**src/rtl/pspi_cfg_pkg.sv**
```systemverilog
`timescale 1ns/1ps
package pspi_cfg_pkg;

    // Number of all-zero bytes sent after the bitstream (8 clocks each)
    localparam int IDLE_BYTES = 13;

    typedef enum logic [2:0] {
        ST_IDLE,
        ST_SEL,
        ST_RST,
        ST_SETUP,
        ST_DATA,
        ST_TAIL,
        ST_POLL,
        ST_USER
    } seq_st_e;

    // Registered pins toward the target
    typedef struct packed {
        logic csn;
        logic rstn;
    } tgt_pins_t;

    // Byte load request toward the shifter
    typedef struct packed {
        logic       ld;
        logic [7:0] dat;
    } sh_req_t;

    // Nanoseconds to cycles, rounded up
    function automatic int ns2cyc(input int ns, input int mhz);
        return (ns * mhz + 999) / 1000;
    endfunction

    function automatic int max3(input int a, input int b, input int c);
        int m;
        m = (a > b) ? a : b;
        return (m > c) ? m : c;
    endfunction

    // A run keeps the chip select low in these states
    function automatic logic selected(input seq_st_e s);
        return (s == ST_SEL) || (s == ST_RST) || (s == ST_SETUP) ||
               (s == ST_DATA) || (s == ST_TAIL);
    endfunction

endpackage

```
**src/rtl/pspi_dly_timer.sv**
```systemverilog
`timescale 1ns/1ps
module pspi_dly_timer #(
    parameter int CW = 16
) (
    input  logic          clk,
    input  logic          rst,
    input  logic          ld,
    input  logic [CW-1:0] val,
    output logic          zero
);
    logic [CW-1:0] cnt;

    always_ff @(posedge clk) begin
        if (rst) begin
            cnt <= '0;
        end else if (ld) begin
            cnt <= val;
        end else if (cnt != '0) begin
            cnt <= cnt - 1'b1;
        end
    end

    assign zero = (cnt == '0);
endmodule

```
**src/rtl/pspi_byte_shifter.sv**
```systemverilog
`timescale 1ns/1ps
module pspi_byte_shifter #(
    parameter int HALF = 2,
    parameter int BW   = 8
) (
    input  logic          clk,
    input  logic          rst,
    input  logic          ld,
    input  logic [BW-1:0] din,
    output logic          sclk,
    output logic          mosi,
    output logic          idle
);
    localparam int DW = (HALF > 1) ? $clog2(HALF) : 1;
    localparam int NW = $clog2(BW);

    logic [BW-1:0] sh;
    logic [NW-1:0] bitn;
    logic [DW-1:0] div;
    logic          act;
    logic          hi;

    // Mode 3: each bit is a low half then a high half. Data moves at the
    // falling edge, so it is stable across the rising edge.
    always_ff @(posedge clk) begin
        if (rst) begin
            sh   <= '0;
            bitn <= '0;
            div  <= '0;
            act  <= 1'b0;
            hi   <= 1'b1;
        end else if (ld) begin
            sh   <= din;
            bitn <= '0;
            div  <= '0;
            act  <= 1'b1;
            hi   <= 1'b0;
        end else if (act) begin
            if (div == DW'(HALF - 1)) begin
                div <= '0;
                if (!hi) begin
                    hi <= 1'b1;
                end else if (bitn == NW'(BW - 1)) begin
                    act <= 1'b0;
                end else begin
                    hi   <= 1'b0;
                    bitn <= bitn + 1'b1;
                    sh   <= {sh[BW-2:0], 1'b0};
                end
            end else begin
                div <= div + 1'b1;
            end
        end
    end

    assign sclk = hi;
    assign mosi = sh[BW-1];
    assign idle = !act;
endmodule

```
**src/rtl/pspi_in_sync.sv**
```systemverilog
`timescale 1ns/1ps
module pspi_in_sync #(
    parameter int STAGES = 2
) (
    input  logic clk,
    input  logic rst,
    input  logic d,
    output logic q
);
    logic [STAGES-1:0] chain;

    generate
        for (genvar i = 0; i < STAGES; i++) begin : g_stage
            if (i == 0) begin : g_first
                always_ff @(posedge clk) chain[0] <= rst ? 1'b0 : d;
            end else begin : g_next
                always_ff @(posedge clk) chain[i] <= rst ? 1'b0 : chain[i-1];
            end
        end
    endgenerate

    assign q = chain[STAGES-1];
endmodule

```
**src/rtl/pspi_cfg_loader.sv**
```systemverilog
`timescale 1ns/1ps
module pspi_cfg_loader
    import pspi_cfg_pkg::*;
#(
    parameter int CLK_MHZ  = 200,
    parameter int SCK_HALF = 2,
    parameter int TMO_W    = 20,
    parameter int RST_NS   = 1000,
    parameter int SETUP_NS = 35000,
    parameter int USER_NS  = 30000
) (
    input  logic             clk,
    input  logic             rst,
    input  logic             start,
    input  logic             partial_req,
    input  logic [TMO_W-1:0] tmo_cyc,
    input  logic [7:0]       s_data,
    input  logic             s_valid,
    input  logic             s_last,
    output logic             s_ready,
    output logic             spi_sclk,
    output logic             spi_mosi,
    output logic             spi_csn,
    output logic             tgt_rstn,
    input  logic             tgt_done,
    output logic             busy,
    output logic             cfg_done,
    output logic             err_timeout,
    output logic             err_partial
);
    localparam int RST_CYC   = ns2cyc(RST_NS, CLK_MHZ);
    localparam int SETUP_CYC = ns2cyc(SETUP_NS, CLK_MHZ);
    localparam int USER_CYC  = ns2cyc(USER_NS, CLK_MHZ);
    localparam int MAXC      = max3(RST_CYC, SETUP_CYC, USER_CYC);
    localparam int CW        = ($clog2(MAXC + 1) > TMO_W) ? $clog2(MAXC + 1) : TMO_W;
    localparam int TW        = $clog2(IDLE_BYTES + 1);

    seq_st_e       st, nxt;
    tgt_pins_t     pins;
    sh_req_t       req;
    logic          tmr_ld, tmr_zero;
    logic [CW-1:0] tmr_val;
    logic          sh_idle;
    logic          done_s;
    logic          last_q;
    logic [TW-1:0] tail_q;
    logic          start_ok, start_rej, hs;

    pspi_dly_timer #(.CW(CW)) u_tmr (
        .clk  (clk),
        .rst  (rst),
        .ld   (tmr_ld),
        .val  (tmr_val),
        .zero (tmr_zero)
    );

    pspi_byte_shifter #(.HALF(SCK_HALF), .BW(8)) u_sh (
        .clk  (clk),
        .rst  (rst),
        .ld   (req.ld),
        .din  (req.dat),
        .sclk (spi_sclk),
        .mosi (spi_mosi),
        .idle (sh_idle)
    );

    pspi_in_sync #(.STAGES(2)) u_dsync (
        .clk (clk),
        .rst (rst),
        .d   (tgt_done),
        .q   (done_s)
    );

    assign start_ok  = start && (st == ST_IDLE) && !partial_req;
    assign start_rej = start && (st == ST_IDLE) && partial_req;
    assign s_ready   = (st == ST_DATA) && sh_idle && !last_q;
    assign hs        = s_valid && s_ready;

    always_comb begin
        nxt     = st;
        tmr_ld  = 1'b0;
        tmr_val = '0;
        req     = '0;
        unique case (st)
            ST_IDLE: begin
                if (start_ok) nxt = ST_SEL;
            end
            ST_SEL: begin
                nxt     = ST_RST;
                tmr_ld  = 1'b1;
                tmr_val = CW'(RST_CYC - 1);
            end
            ST_RST: begin
                if (tmr_zero) begin
                    nxt     = ST_SETUP;
                    tmr_ld  = 1'b1;
                    tmr_val = CW'(SETUP_CYC - 1);
                end
            end
            ST_SETUP: begin
                if (tmr_zero) nxt = ST_DATA;
            end
            ST_DATA: begin
                if (hs) begin
                    req.ld  = 1'b1;
                    req.dat = s_data;
                end else if (last_q && sh_idle) begin
                    nxt = ST_TAIL;
                end
            end
            ST_TAIL: begin
                if (sh_idle) begin
                    if (tail_q != '0) begin
                        req.ld  = 1'b1;
                        req.dat = 8'h00;
                    end else begin
                        nxt     = ST_POLL;
                        tmr_ld  = 1'b1;
                        tmr_val = CW'(tmo_cyc);
                    end
                end
            end
            ST_POLL: begin
                if (done_s) begin
                    nxt     = ST_USER;
                    tmr_ld  = 1'b1;
                    tmr_val = CW'(USER_CYC - 1);
                end else if (tmr_zero) begin
                    nxt = ST_IDLE;
                end
            end
            ST_USER: begin
                if (tmr_zero) nxt = ST_IDLE;
            end
            default: nxt = ST_IDLE;
        endcase
    end

    always_ff @(posedge clk) begin
        if (rst) begin
            st          <= ST_IDLE;
            pins        <= '{csn: 1'b1, rstn: 1'b1};
            last_q      <= 1'b0;
            tail_q      <= '0;
            cfg_done    <= 1'b0;
            err_timeout <= 1'b0;
            err_partial <= 1'b0;
        end else begin
            st        <= nxt;
            pins.csn  <= !selected(nxt);
            pins.rstn <= (nxt != ST_RST);
            if (start_ok) begin
                last_q      <= 1'b0;
                tail_q      <= TW'(IDLE_BYTES);
                cfg_done    <= 1'b0;
                err_timeout <= 1'b0;
                err_partial <= 1'b0;
            end
            if (start_rej) begin
                cfg_done    <= 1'b0;
                err_timeout <= 1'b0;
                err_partial <= 1'b1;
            end
            if (hs && s_last) last_q <= 1'b1;
            if ((st == ST_TAIL) && req.ld) tail_q <= tail_q - 1'b1;
            if ((st == ST_POLL) && !done_s && tmr_zero) err_timeout <= 1'b1;
            if ((st == ST_USER) && tmr_zero) cfg_done <= 1'b1;
        end
    end

    assign spi_csn  = pins.csn;
    assign tgt_rstn = pins.rstn;
    assign busy     = (st != ST_IDLE);
endmodule

```
**config.mk**
```make
export PLATFORM = sky130hd
export DESIGN_NAME = pspi_cfg_loader
export DESIGN_NICKNAME = d
export VERILOG_FILES = /design/src/rtl/pspi_cfg_pkg.sv /design/src/rtl/pspi_dly_timer.sv /design/src/rtl/pspi_byte_shifter.sv /design/src/rtl/pspi_in_sync.sv /design/src/rtl/pspi_cfg_loader.sv
export SDC_FILE = /design/constraint.sdc
export NUM_CORES = 1
export LEC_CHECK = 0
export BUFFER_PORTS_ARGS = -buffer_cell sky130_fd_sc_hd__buf_2
export CORE_MARGIN = 2
export CORE_UTILIZATION = 60
export DETAILED_ROUTE_END_ITERATION = 7
export GPL_TIMING_DRIVEN = 1
export HOLD_SLACK_MARGIN = 0.15
export PLACE_DENSITY = 0.87
export SYNTH_ARGS = -nofsm -noshare
export SYNTH_HDL_FRONTEND = slang
export SYNTH_SLANG_ARGS = --single-unit
```
**constraint.sdc**
```tcl
create_clock -name clk -period 3.3 [get_ports clk]
set_input_delay 0.165 -clock clk [delete_from_list [all_inputs] [get_ports clk]]
set_output_delay 0.165 -clock clk [all_outputs]
set_load 0.01 [all_outputs]
```
==> results.py <==
metrics = {
    "pwr": {
        "p_per_area_mw_per_mm2": 807.0,
        "leakagePower_nw": 1.385,
        "vdd_drop_max_mv": 0.3307,
    },
    "timing": {
        "setup_slack_ns": 0.7192,
        "post-route-period-util_pct": 78.21,
        "min_period_ns": 2.581,
        "tns_ns": 0,
        "rsz0062_at_grt": "false",
        "tightest_slew_ns": 0.7852,
        "clock_skew_ns": 0.004542,
        "setup_viol": 0,
        "hold_violations": 0,
        "clock.fmax_mhz": 387.5,
        "slew-limit-headroom_pct": 47.38,
        "timing.hold.ws_ns": 0.1715,
        "maxSlewViolCount": 0,
    },
    "yosys": {
        "synth_edf_count": 0,
        "synth_area_mm2": 0.002731,
        "ys_ff_latch": 49,
        "netlist.top_cell.by_area": "dfxtp_1",
        "synth_cell_type_count": 57,
        "ys_top_cells_by_area": "dfxtp_1, nand2_1, nor2_1",
        "synthFlopType": "dfxtp_1",
        "yosysTopAreaCellShare_pct": 35.91,
        "syn_inst": 322,
        "synthArstFlopShare_pct": 0,
        "synth.avg_cell_area_um2": 8.483,
        "yosysSeqAreaShare_pct": 35.91,
        "syn-num-nets": 365,
        "ys_warn_count": 0,
    },
    "grt": {
        "antenna_found_initial": 0,
        "grt_max_degree": 34,
        "gr-usage-all-layers_pct": 27.47,
        "use_met2_pct": 47.02,
        "use_met3_pct": 6.329,
        "met1_usage_pct": 33.93,
        "grt_overflow": 0,
        "grt_pass1_wl_um": 11180,
        "grt_pass1_vias": 2532,
        "grt_most_used_layer": "met2",
    },
    "hold_path": {
        "hold_path_depth": 3,
        "min_path_type": "in -> reg",
    },
    "finish": {
        "layout-drive-gt1-share_pct": 17.68,
        "area_growth_syn_to_layout_pct": 19.97,
        "fin_nets": 421,
        "fin_util_pct": 74.74,
        "n_antenna_cell": 0,
    },
    "worst_setup_path": {
        "critical_path_class": "reg -> reg",
        "r2r_cells": 9,
        "slowest_delay_ns": 0.42,
        "worst-path-max-fanout": 22,
        "worstPathCellList": "inv_1 > ha_1 > or3b_1 > nor3_2 > buf_4 > o21ai_1 > and2_0 > a32oi_1 > nor2_1",
        "r2r_slack_ns": 0.72,
        "cp.required_ns": 3.48,
        "cp_slowest_cell": "or3b_1",
        "endpoint_kind": "register",
        "critPathLaunchType": "register",
        "crit_arrival_ns": 2.76,
    },
    "floorplan": {
        "dieArea_mm2": 0.005108,
        "die_y_um": 71.47,
        "initial_core_util_pct": 62.30,
        "rows": 24,
        "die_w_um": 71.47,
        "core_mm2": 0.004384,
        "ioPinCount": 44,
    },
    "routing": {
        "viasPerCell": 6.058,
        "drc": 0,
        "routedWlPerCell_um": 16.08,
        "antenna_left": 0,
        "vias": 2611,
        "dr.first_iter.drc_count": 245,
        "wl_um": 6932,
        "first_pass_iters": 6,
    },
    "clocking": {
        "cts.clk_slew.worst_paths_ns": 0.09,
        "root_buffer": "clkbuf_8",
        "numCtsBuffers": 5,
        "clock_path_buffers": 2,
        "clock_latency_ns": 0.31,
        "cts_resized": 0,
        "h-tree-depth": 2,
        "cts_tree": "built",
        "cts_sinks": 49,
    },
    "placed_design": {
        "dp_hpwl_um": 4542,
        "io_buffers": 43,
        "preCtsSetupSlack_ns": 0.8547,
        "gp_congestion": 0.9631,
    },
    "flow_run": {
        "drv_cap": 0,
    },
    "run_status": {
        "status": "finished, final reports clean",
    },
}
[area by class of cell]
cell class	count	area, um2
Clock buffer	5	68.82
Clock inverter	3	47.55
Inverter	9	33.78
Timing Repair Buffer	65	432.9
Multi-Input combinational cell	248	1648
Fill cell	316	1107
Tap cell	52	65.06
Sequential cell	49	980.9
[cell usage in the layout (no fill, tap or decap), drive strengths merged, types with 4 or more instances in the layout]
cell type	count
dfxtp	49
inv	11
nand3b	5
dlygate4sd3	21
a211oi	8
nand2	36
nor4	8
nor3	10
xnor2	9
a21boi	4
o21ai	18
buf	44
a32oi	5
nor2	27
xor2	8
ha	8
a21oi	16
mux2i	10
mux2	4
clkbuf	5
nand3	15
nor2b	6
[layer usage]
| metal | up-vias | part of all wire (%) |
|---|---|---|
| li1 | 1285 | - |
| met1 | 1209 | 42 |
| met2 | 101 | 50 |
| met3 | 16 | 6.3 |
| met4 | 0 | 1.8 |
| met5 | - | 0 |
[sequential cells by signal, summed over array words and instances (netlist names)]
signal / count
spi_csn: 1
u_dsync.chain: 1
tgt_rstn: 1
u_tmr.cnt: 20
cfg_done: 1
tail_q: 4
u_sh.div: 1
u_sh.sh: 8
err_partial: 1
last_q: 1
err_timeout: 1
u_dsync.q: 1
u_sh.sclk: 1
st: 3
u_sh.act: 1
u_sh.bitn: 3
[timing repair]
| action | in CTS | in global routing |
|---|---|---|
| hold buffers | 21 | 0 |
| setup buffers | 0 | 0 |
| hold endpoints to repair | 20 | 0 |
[worst max-delay path, delay by kind of cell, from the launching register on]
| family | cells | cell delay (ns) |
|---|---|---|
| AND/OR/NAND/NOR | 4 | 1.05 |
| AO/OA/AOI/OAI | 2 | 0.53 |
| buffers and inverters | 2 | 0.35 |
| flip-flops | 1 | 0.34 |
| adder cells (fa/ha/maj) | 1 | 0.16 |
[cell usage after synthesis (3+ instances only)]
library cell / count
a21boi_0: 4
nand4b_1: 3
dfxtp_1: 49
a32oi_1: 5
o21bai_1: 3
nor4_1: 6
ha_1: 8
o211ai_1: 3
a21oi_1: 16
nand2_1: 36
nor2_1: 27
a31o_2: 3
nand3_1: 14
clkbuf_1: 11
a221oi_1: 3
nor2b_1: 6
nand3b_1: 5
nor3_1: 10
nand2b_1: 3
nand4_1: 3
a311oi_1: 3
o21ai_0: 15
mux2i_1: 10
inv_1: 9
xnor2_1: 9
mux2_2: 4
xor2_1: 8
o21ai_1: 3
a211oi_1: 8
and3_1: 3
[power by group]
part,switching [mW],internal (mW)
combinational,0.758,0.580
sequential,0.135,0.720
clock,0.220,0.231
[stage by stage]
stage	area (um2)	std cells	power (mW)
global placement	2950	402	2.103
floorplan	2731	322	1.890
global route	3277	431	2.822
finish	3277	431	2.644
detailed placement	2950	402	2.142
CTS	3277	431	2.623
[worst paths after layout]
check | endpoint | from
max reg2reg | u_tmr.cnt[14]$_SDFFE_PP0P_ | tail_q[0]$_SDFFE_PP0P_
max | u_tmr.cnt[14]$_SDFFE_PP0P_ | tail_q[0]$_SDFFE_PP0P_
min reg2reg | u_dsync.q$_SDFF_PP0_ | u_dsync.chain[0]$_SDFF_PP0_
min | last_q$_SDFFE_PP0P_ | s_valid
[cell families (layout without fill, tap and decap cells)]
kind of cell | count (synthesis) | in the layout | synth area share [%]
XOR/XNOR | 17 | 17 | 5.451
AND/OR/NAND/NOR | 131 | 131 | 25.97
multiplexers | 14 | 14 | 5.314
adder cells (fa/ha/maj) | 8 | 8 | 3.665
flip-flops | 49 | 49 | 35.91
buffers and inverters | 25 | 82 | 3.939
AO/OA/AOI/OAI | 78 | 78 | 19.74
Note: power is estimated with default switching activity, not from simulation.
